$ cat config.mk
export PLATFORM = sky130hd
export DESIGN_NAME = nor_wbuf_prog
export DESIGN_NICKNAME = d
export VERILOG_FILES = /design/src/rtl/nor_wbuf_pkg.sv /design/src/rtl/nor_wbuf_port.sv /design/src/rtl/nor_wbuf_track.sv /design/src/rtl/nor_wbuf_fsm.sv /design/src/rtl/nor_wbuf_prog.sv
export SDC_FILE = /design/constraint.sdc
export NUM_CORES = 1
export LEC_CHECK = 0
export BUFFER_PORTS_ARGS = -buffer_cell sky130_fd_sc_hd__clkbuf_2
export CORE_MARGIN = 2
export CORE_UTILIZATION = 44
export DETAILED_ROUTE_END_ITERATION = 6
export PLACE_DENSITY_LB_ADDON = 0.15
export SLEW_MARGIN = 10
export SYNTH_ARGS = -nofsm -noshare
export SYNTH_HDL_FRONTEND = slang
export SYNTH_SLANG_ARGS = --single-unit
$ cat constraint.sdc
create_clock -name clk -period 2.8 [get_ports clk]
set_clock_uncertainty 0.1 [all_clocks]
set_input_delay 0.56 -clock clk [delete_from_list [all_inputs] [get_ports clk]]
set_output_delay 0.56 -clock clk [all_outputs]
set_load 0.02 [all_outputs]
$ cat src/rtl/nor_wbuf_pkg.sv
package nor_wbuf_pkg;
  typedef enum logic [2:0] {
    ST_IDLE  = 3'd0,
    ST_UNLK1 = 3'd1,
    ST_UNLK2 = 3'd2,
    ST_LOAD  = 3'd3,
    ST_COUNT = 3'd4,
    ST_DATA  = 3'd5,
    ST_CONF  = 3'd6
  } seq_state_t;

  localparam logic [7:0]  CMD_UNLK_A = 8'hAA;
  localparam logic [7:0]  CMD_UNLK_B = 8'h55;
  localparam logic [7:0]  CMD_LOAD   = 8'h25;
  localparam logic [7:0]  CMD_CONF   = 8'h29;
  localparam logic [11:0] ADR_UNLK_A = 12'h555;
  localparam logic [11:0] ADR_UNLK_B = 12'h2AA;
endpackage

$ cat src/rtl/nor_wbuf_port.sv
module nor_wbuf_port #(
  parameter int ADDR_W = 24,
  parameter int DATA_W = 16
) (
  input  logic              clk,
  input  logic              rst_n,
  input  logic              issue,
  input  logic [ADDR_W-1:0] addr_in,
  input  logic [DATA_W-1:0] data_in,
  input  logic              wr_ack,
  output logic              wr_req,
  output logic [ADDR_W-1:0] wr_addr,
  output logic [DATA_W-1:0] wr_data,
  output logic              cyc_done
);
  assign cyc_done = wr_req && wr_ack;

  always_ff @(posedge clk or negedge rst_n) begin
    if (!rst_n) begin
      wr_req  <= 1'b0;
      wr_addr <= '0;
      wr_data <= '0;
    end else if (cyc_done) begin
      wr_req <= 1'b0;
    end else if (issue && !wr_req) begin
      wr_req  <= 1'b1;
      wr_addr <= addr_in;
      wr_data <= data_in;
    end
  end

  AST_REQ_HOLD: assert property (@(posedge clk) disable iff (!rst_n)
    wr_req && !wr_ack |=> wr_req && $stable(wr_addr) && $stable(wr_data));

  AST_REQ_DROP: assert property (@(posedge clk) disable iff (!rst_n)
    wr_req && wr_ack |=> !wr_req);
endmodule

$ cat src/rtl/nor_wbuf_track.sv
module nor_wbuf_track #(
  parameter int ADDR_W = 24,
  parameter int CNT_W  = 6
) (
  input  logic              clk,
  input  logic              rst_n,
  input  logic              load,
  input  logic [ADDR_W-1:0] start_addr,
  input  logic [CNT_W-1:0]  word_count,
  input  logic              word_take,
  input  logic              word_done,
  input  logic              in_data,
  output logic [ADDR_W-1:0] base_addr,
  output logic [ADDR_W-1:0] cur_addr,
  output logic [ADDR_W-1:0] last_addr,
  output logic [CNT_W-1:0]  cnt_m1,
  output logic              last_word
);
  logic [CNT_W-1:0] remain;

  assign last_word = (remain == CNT_W'(1));

  always_ff @(posedge clk or negedge rst_n) begin
    if (!rst_n) begin
      base_addr <= '0;
      cur_addr  <= '0;
      last_addr <= '0;
      cnt_m1    <= '0;
      remain    <= '0;
    end else if (load) begin
      base_addr <= start_addr;
      cur_addr  <= start_addr;
      last_addr <= start_addr;
      cnt_m1    <= word_count - CNT_W'(1);
      remain    <= word_count;
    end else begin
      if (word_take) last_addr <= cur_addr;
      if (word_done) begin
        cur_addr <= cur_addr + ADDR_W'(1);
        remain   <= remain - CNT_W'(1);
      end
    end
  end

  AST_REMAIN_LIVE: assert property (@(posedge clk) disable iff (!rst_n)
    in_data |-> remain != '0);
endmodule

$ cat src/rtl/nor_wbuf_fsm.sv
module nor_wbuf_fsm
  import nor_wbuf_pkg::*;
(
  input  logic       clk,
  input  logic       rst_n,
  input  logic       start,
  input  logic       count_zero,
  input  logic       s_valid,
  input  logic       cyc_done,
  input  logic       last_word,
  output seq_state_t state,
  output logic       issue,
  output logic       load,
  output logic       s_ready,
  output logic       busy,
  output logic       done,
  output logic       refused,
  output logic       err_zero
);
  logic inflight;
  logic is_cmd;

  assign busy    = (state != ST_IDLE);
  assign load    = start && !busy && !count_zero;
  assign s_ready = (state == ST_DATA) && !inflight;
  assign is_cmd  = busy && (state != ST_DATA);
  assign issue   = !inflight && (is_cmd || (s_ready && s_valid));

  always_ff @(posedge clk or negedge rst_n) begin
    if (!rst_n) begin
      state    <= ST_IDLE;
      inflight <= 1'b0;
      done     <= 1'b0;
      refused  <= 1'b0;
      err_zero <= 1'b0;
    end else begin
      done     <= 1'b0;
      refused  <= start && busy;
      err_zero <= start && !busy && count_zero;
      if (issue) inflight <= 1'b1;
      if (cyc_done) inflight <= 1'b0;
      unique case (state)
        ST_IDLE:  if (load) state <= ST_UNLK1;
        ST_UNLK1: if (cyc_done) state <= ST_UNLK2;
        ST_UNLK2: if (cyc_done) state <= ST_LOAD;
        ST_LOAD:  if (cyc_done) state <= ST_COUNT;
        ST_COUNT: if (cyc_done) state <= ST_DATA;
        ST_DATA:  if (cyc_done && last_word) state <= ST_CONF;
        ST_CONF:  if (cyc_done) begin
                    state <= ST_IDLE;
                    done  <= 1'b1;
                  end
        default:  state <= ST_IDLE;
      endcase
    end
  end

  AST_DONE_PULSE: assert property (@(posedge clk) disable iff (!rst_n)
    done |=> !done);

  AST_DONE_IDLE: assert property (@(posedge clk) disable iff (!rst_n)
    done |-> !busy);

  AST_REFUSE: assert property (@(posedge clk) disable iff (!rst_n)
    start && busy |=> refused && busy);

  AST_ZERO_QUIET: assert property (@(posedge clk) disable iff (!rst_n)
    start && !busy && count_zero |=> err_zero && !busy);

  AST_STALL_HOLD: assert property (@(posedge clk) disable iff (!rst_n)
    s_ready && !s_valid |=> state == ST_DATA && s_ready);

  AST_CYCLE_OWNER: assert property (@(posedge clk) disable iff (!rst_n)
    cyc_done |-> inflight && busy);
endmodule

$ cat src/rtl/nor_wbuf_prog.sv
module nor_wbuf_prog
  import nor_wbuf_pkg::*;
#(
  parameter int ADDR_W = 24,
  parameter int DATA_W = 16,
  parameter int CNT_W  = 6
) (
  input  logic              clk,
  input  logic              rst_n,
  input  logic              start,
  input  logic [ADDR_W-1:0] start_addr,
  input  logic [CNT_W-1:0]  word_count,
  output logic              busy,
  output logic              refused,
  output logic              err_zero,
  output logic              done,
  input  logic              s_valid,
  output logic              s_ready,
  input  logic [DATA_W-1:0] s_data,
  output logic              wr_req,
  output logic [ADDR_W-1:0] wr_addr,
  output logic [DATA_W-1:0] wr_data,
  input  logic              wr_ack
);
  seq_state_t        state;
  logic              issue, load, cyc_done, last_word;
  logic [ADDR_W-1:0] base_addr, cur_addr, last_addr, nxt_addr;
  logic [CNT_W-1:0]  cnt_m1;
  logic [DATA_W-1:0] nxt_data;
  logic              in_data;

  assign in_data = (state == ST_DATA);

  nor_wbuf_fsm u_fsm (
    .clk, .rst_n, .start,
    .count_zero (word_count == '0),
    .s_valid, .cyc_done, .last_word,
    .state, .issue, .load, .s_ready, .busy, .done, .refused, .err_zero
  );

  nor_wbuf_track #(.ADDR_W(ADDR_W), .CNT_W(CNT_W)) u_track (
    .clk, .rst_n, .load, .start_addr, .word_count,
    .word_take (issue && in_data),
    .word_done (cyc_done && in_data),
    .in_data,
    .base_addr, .cur_addr, .last_addr, .cnt_m1, .last_word
  );

  always_comb begin
    nxt_addr = base_addr;
    nxt_data = '0;
    unique case (state)
      ST_UNLK1: begin nxt_addr = ADDR_W'(ADR_UNLK_A); nxt_data = DATA_W'(CMD_UNLK_A); end
      ST_UNLK2: begin nxt_addr = ADDR_W'(ADR_UNLK_B); nxt_data = DATA_W'(CMD_UNLK_B); end
      ST_LOAD:  begin nxt_addr = base_addr;           nxt_data = DATA_W'(CMD_LOAD);   end
      ST_COUNT: begin nxt_addr = base_addr;           nxt_data = DATA_W'(cnt_m1);     end
      ST_DATA:  begin nxt_addr = cur_addr;            nxt_data = s_data;              end
      ST_CONF:  begin nxt_addr = last_addr;           nxt_data = DATA_W'(CMD_CONF);   end
      default:  begin nxt_addr = base_addr;           nxt_data = '0;                  end
    endcase
  end

  nor_wbuf_port #(.ADDR_W(ADDR_W), .DATA_W(DATA_W)) u_port (
    .clk, .rst_n, .issue,
    .addr_in (nxt_addr),
    .data_in (nxt_data),
    .wr_ack, .wr_req, .wr_addr, .wr_data, .cyc_done
  );

  AST_READY_NO_CYCLE: assert property (@(posedge clk) disable iff (!rst_n)
    s_ready |-> !wr_req);

  AST_IDLE_NO_BUS: assert property (@(posedge clk) disable iff (!rst_n)
    !busy |-> !wr_req && !s_ready);
endmodule

# --- Word-level counts from Yosys, hierarchy flattened ---
# Cells that the tools add are included.
totals:
  elab_cells: 81
  ff_bits: 132
  in_bits: 51
  out_inout_bits: 46
op_classes:
  n_bitwise: 1
  muxes: 22
  reduce_logical: 27
  eq_ne: 15
  n_addsub: 3
ops:
  columns: ["operator", "n"]
  rows:
  - ["$mux 24", 4]
  - ["$pmux 16 s6", 1]
  - ["$pmux 24 s4", 1]
  - ["$add 24x1->24 const B", 1]
  - ["$mux 3", 7]
  - ["$pmux 3 s7", 1]
  - ["$logic_and 1x1->1", 13]
  - ["$mux 6", 2]
  - ["$ne 2x2->1 const B", 6]
  - ["$sub 6x1->6 const B", 2]
  - ["$eq 3x3->1 const B", 3]
  - ["$reduce_bool 2->1", 4]
  - ["$reduce_and 7->1", 1]
  - ["$eq 3x2->1 const B", 2]
  - ["$eq 6x1->1 const B", 1]
  - ["$logic_not 6->1", 1]
  - ["$mux 1", 6]
  - ["$logic_not 1->1", 4]
  - ["$eq 3x1->1 const B", 1]
  - ["$logic_not 3->1", 1]
  - ["$ne 3x3->1 const B", 1]
  - ["$reduce_bool 3->1", 1]
  - ["$ne 2x1->1 const B", 1]
  - ["$reduce_and 2->1", 1]
  - ["other kinds (2)", 2]

# --- Longest topological paths before layout ---
depth:
  depth_word: 8
  ltp_mapped: 7
  mapped_depth_nobuf: 6

# --- Hierarchy ---
# A second synthesis with hierarchy kept.
hier_totals:
  hier_cells: 660
  area_unflattened_um2: 6899.1
modules_own_cells:
  columns: ["mod", "cells_per_inst", "instances", "seq_area_each_um2", "area_per_inst_um2"]
  rows:
  - ["nor_wbuf_track", 374, 1, 2102.0, 3992.6]
  - ["nor_wbuf_port", 90, 1, 1026.0, 1702.9]
  - ["nor_wbuf_prog", 156, 1, 0.0, 852.1]
  - ["nor_wbuf_fsm", 40, 1, 175.2, 351.6]

# --- Least setup slack after synthesis ---
# No wires, ideal clock.
synth_timing:
  path_kind: "register to register"
  startpoint: "register u_track.cur_addr[0]"
  endpoint: "register u_track.cur_addr[22]"
  stages_incl_launch_ff: 7
  path_buffers: 1
  t_arrival_ns: 1.814
  synth_period_minus_slack_ns: 1.996
  setup_time_ns: 0.082
  required_ns: 2.618
  setup_slack_ns: 0.804
  path_cell_list: "dfrtp_1 -> ha_1 -> nand4_2 -> or3_4 -> buf_6 -> or4_1 -> a31oi_1"
synth_between:
  elab_chain_len: 3
synth_lines:
  columns: ["element", "line", "rtl"]
  rows:
  - ["start, declared", "nor_wbuf_track.sv:14", "output logic [ADDR_W-1:0] cur_addr,"]
  - ["start signal, assigned", "nor_wbuf_track.sv:32", "cur_addr <= start_addr;"]
  - ["start signal, assigned", "nor_wbuf_track.sv:39", "cur_addr <= cur_addr + ADDR_W'(1);"]
  - ["$add 24x1->24", "nor_wbuf_track.sv:39", null]
  - ["$mux 24", "nor_wbuf_track.sv:38", "if (word_done) begin"]
  - ["$mux 24", "nor_wbuf_track.sv:30", "end else if (load) begin"]
# No other way between the ends. The select of a mux whose other input is x is not followed.
# A chain may end at the register's enable or synchronous reset.

# --- Final worst setup path ---
layout_timing:
  startpoint: "register u_fsm.state[0]"
  endpoint: "output port busy"
layout_between:
  elab_chain_len: 1
layout_lines:
  columns: ["element", "line", "rtl"]
  rows:
  - ["start, declared", "nor_wbuf_fsm.sv:11", "output seq_state_t state,"]
  - ["start signal, assigned", "nor_wbuf_fsm.sv:31", "state <= ST_IDLE;"]
  - ["start signal, assigned", "nor_wbuf_fsm.sv:43", "ST_IDLE: if (load) state <= ST_UNLK1;"]
  - ["start signal, assigned", "nor_wbuf_fsm.sv:44", "ST_UNLK1: if (cyc_done) state <= ST_UNLK2;"]
  - ["$reduce_bool 3->1", "nor_wbuf_fsm.sv:23", "assign busy = (state != ST_IDLE);"]
  - ["end, declared", "nor_wbuf_prog.sv:13", "output logic busy,"]
# No other way between the ends.

==> flow_metrics.env <==
export IMPL_path_clk_slew_ns=0.06
export IMPL_viasPerCell=5.88
export IMPL_clkLatencyLatePin_ns=0.42
export IMPL_busiest_layer="met2"
export IMPL_grt_met3_usage_pct=5.53
export IMPL_synth_area_sq_mm=0.00667
export IMPL_globalplace_congestion=0.853
export IMPL_yosysTopAreaCellShare_pct=49.5
export IMPL_synth_edff_count=0
export IMPL_cp_required_ns=2.14
export IMPL_coreArea_sq_mm=0.0150
export IMPL_wirelength_microns=19100
export IMPL_drive_gt1_share_pct=24.0
export IMPL_grt_pass1_wl_microns=31100
export IMPL_fin_setup_tns_ns=0
export IMPL_cts_sinks=132
export IMPL_diodes=0
export IMPL_fmax_ghz=0.381
export IMPL_start_kind="register"
export IMPL_peakVddDrop_mv=0.423
export IMPL_setup_violations=0
export IMPL_max_cap_violations=0
export IMPL_cts_made_buffers=17
export IMPL_power_density_mw_per_mm2=1110
export IMPL_wl_per_cell_microns=19.4
export IMPL_io_buffers=96
export IMPL_drcViolationCount=0
export IMPL_fp_dieArea_sq_mm=0.0162
export IMPL_met1_usage_pct=36.4
export IMPL_slew_headroom_pct=46.9
export IMPL_dp_hpwl_microns=13600
export IMPL_overflow=0
export IMPL_rsz0062_at_grt="false"
export IMPL_grtUsageTotal_pct=24.7
export IMPL_crit_type="reg2out"
export IMPL_ys_seq_area_share_pct=49.5
export IMPL_crit_slowest_cell="dfrtp_2"
export IMPL_fp_dieW_microns=127
export IMPL_leakage_uw=0.00381
export IMPL_fin_crit_sh_pct=93.8
export IMPL_synthTopCellsByArea="dfrtp_1 (50%), nand2_1 (7.2%), mux2_2 (4.9%), a221oi_1 (3.7%), nand3_1 (2.7%)"
export IMPL_slew_violations=0
export IMPL_finalHoldViolCount=0
export IMPL_ioPinCount=97
export IMPL_nFillCells=1407
export IMPL_ys_flop_type="dfrtp_1"
export IMPL_crit_fanout=25
export IMPL_grt_pass1_vias=5694
export IMPL_cp_end_kind="output pin"
export IMPL_utilization_pct=53.6
export IMPL_synth_nets=750
export IMPL_met2_usage_pct=37.1
export IMPL_grt_max_degree=46
export IMPL_crit_chain="buf_6, clkinv_1, buf_4, nand2_1, clkbuf_2"
export IMPL_ant_nets=0
export IMPL_drtIter0Drc=568
export IMPL_status="complete, no violations"
export IMPL_dr_pass1_iters=5
export IMPL_ys_ff_latch=132
export IMPL_period_needed_ns=2.63
export IMPL_path_buf_inv=4
export IMPL_htree_levels=4
export IMPL_yosysTopAreaCell="dfrtp_1"
export IMPL_synth_area_per_cell_sq_um=9.61
export IMPL_cts_tree="built"
export IMPL_crit_family="buffers and inverters"
export IMPL_holdCritPathClass="in2reg"
export IMPL_cts_root_buf="clkbuf_16"
export IMPL_layout_nets=842
export IMPL_slowest_delay_ns=0.47
export IMPL_antenna_found_initial=0
export IMPL_arrival_ns=1.97
export IMPL_via_count=5804
export IMPL_initial_core_util_pct=44.4
export IMPL_clockBufferDepth=2
export IMPL_yosys_warnings=0
export IMPL_synthCells=694
export IMPL_synth_cell_types=59
export IMPL_worst_pin_slew_ns=0.795
export IMPL_synthToLayoutAreaGrowth_pct=20.8
export IMPL_synth_async_sr_flop_share_pct=100
export IMPL_rows=45
export IMPL_dieHeight_microns=127
area by class of cell:
type | instances | area (sq um) | share of cell area, %
clock buffer | 20 | 447 | 5.54
clock inverter | 12 | 226 | 2.81
inverter | 28 | 105 | 1.30
multi-input combinational | 485 | 3020 | 37.4
sequential | 132 | 3300 | 41.0
tap | 188 | 235 | 2.92
timing repair buffer | 122 | 726 | 9.00
kinds of logic (layout without fill, tap and decap cells):
logic type / after synthesis / in the layout / share of synthesized area (%)
mux: 43 / 43 / 6.99
flops: 132 / 132 / 49.5
fa+ha+maj: 6 / 6 / 1.09
buf+inv: 77 / 182 / 5.29
simple gates: 273 / 273 / 19.4
compound gates: 149 / 149 / 15.9
xor+xnor: 14 / 14 / 1.84
metrics by stage:
step                cell area (sq um)  std cells  hold WS, ns  setup slack (ns)  total power, uW
CTS                              8060        987        0.239            0.0900             9000
floorplan                        6670        694        0.164             0.804             5370
global route                     8060        987        0.249            0.0868             9530
finish                           8060        987        0.251             0.173             8980
detailed placement               7370        954        0.370             0.327             6430
global placement                 7370        954        0.362             0.428             6330
layout by cell type, fill, tap and decap left out, types with 17 or more instances in the layout:
cell type and count:
dfrtp_1 131, inv_1 27, a221oi_1 28, nor2_1 39
o21ai_0 29, nand2_1 128, clkbuf_16 17, buf_4 21
mux2_2 29, nand3_1 36, clkbuf_2 95, a21oi_1 17
a31oi_1 23
layer usage:
layer	wire length, microns	vias to the layer above
li1	-	2680
met2	8660	209
met4	173	0
met5	0	-
met3	1270	18
met1	9030	2897
synthesized netlist by cell type (17+ instances only):
library cell	n
inv_1	27
mux2_2	29
o21ai_0	29
nand2_1	128
a31oi_1	23
a21oi_1	17
nand3_1	36
a221oi_1	28
dfrtp_1	132
nor2_1	39
clkbuf_1	25
sequential cells by signal (all words and copies together), names as in the netlist:
| register | count |
|---|---|
| u_fsm.err_zero | 1 |
| u_fsm.inflight | 1 |
| u_track.cur_addr | 24 |
| u_port.wr_addr | 24 |
| u_port.wr_req | 1 |
| u_track.base_addr | 24 |
| u_fsm.done | 1 |
| u_track.cnt_m1 | 6 |
| u_fsm.refused | 1 |
| u_fsm.state | 3 |
| u_track.remain | 6 |
| u_track.last_addr | 24 |
| u_port.wr_data | 16 |
what timing repair did:
item | CTS | global route
endpoints found under the setup margin | 1 | 1
hold buffers | 1 | 0
gates resized for setup | 1 | 1
endpoints found under the hold margin | 42 | 0
buffers inserted | 0 | 0
power by group:
part	switching, uW	total (uW)	internal (uW)
logic	1670	2870	1210
clock network	855	2550	1700
registers	808	3560	2750
path summary, 6_finish.rpt:
check	from	endpoint	slack [ns]	cells after the start
min in group asynchronous	rst_n	u_track.remain[3]	0.54	2
max	u_fsm.state[0]	busy	0.17	5
max reg2reg	u_fsm.state[2]	u_track.cur_addr[9]	0.43	5
min reg2reg	u_track.base_addr[10]	u_track.base_addr[10]	0.39	1
max in group asynchronous	rst_n	u_port.wr_addr[15]	1.36	3
min	start_addr[14]	u_track.base_addr[14]	0.25	3
worst min-delay path: cells and delay by family:
family	cells	cell delay, ns
buffers and inverters	1	0.09
and+or+nand+nor	2	0.08
Note: power is estimated with default switching activity, not from simulation.
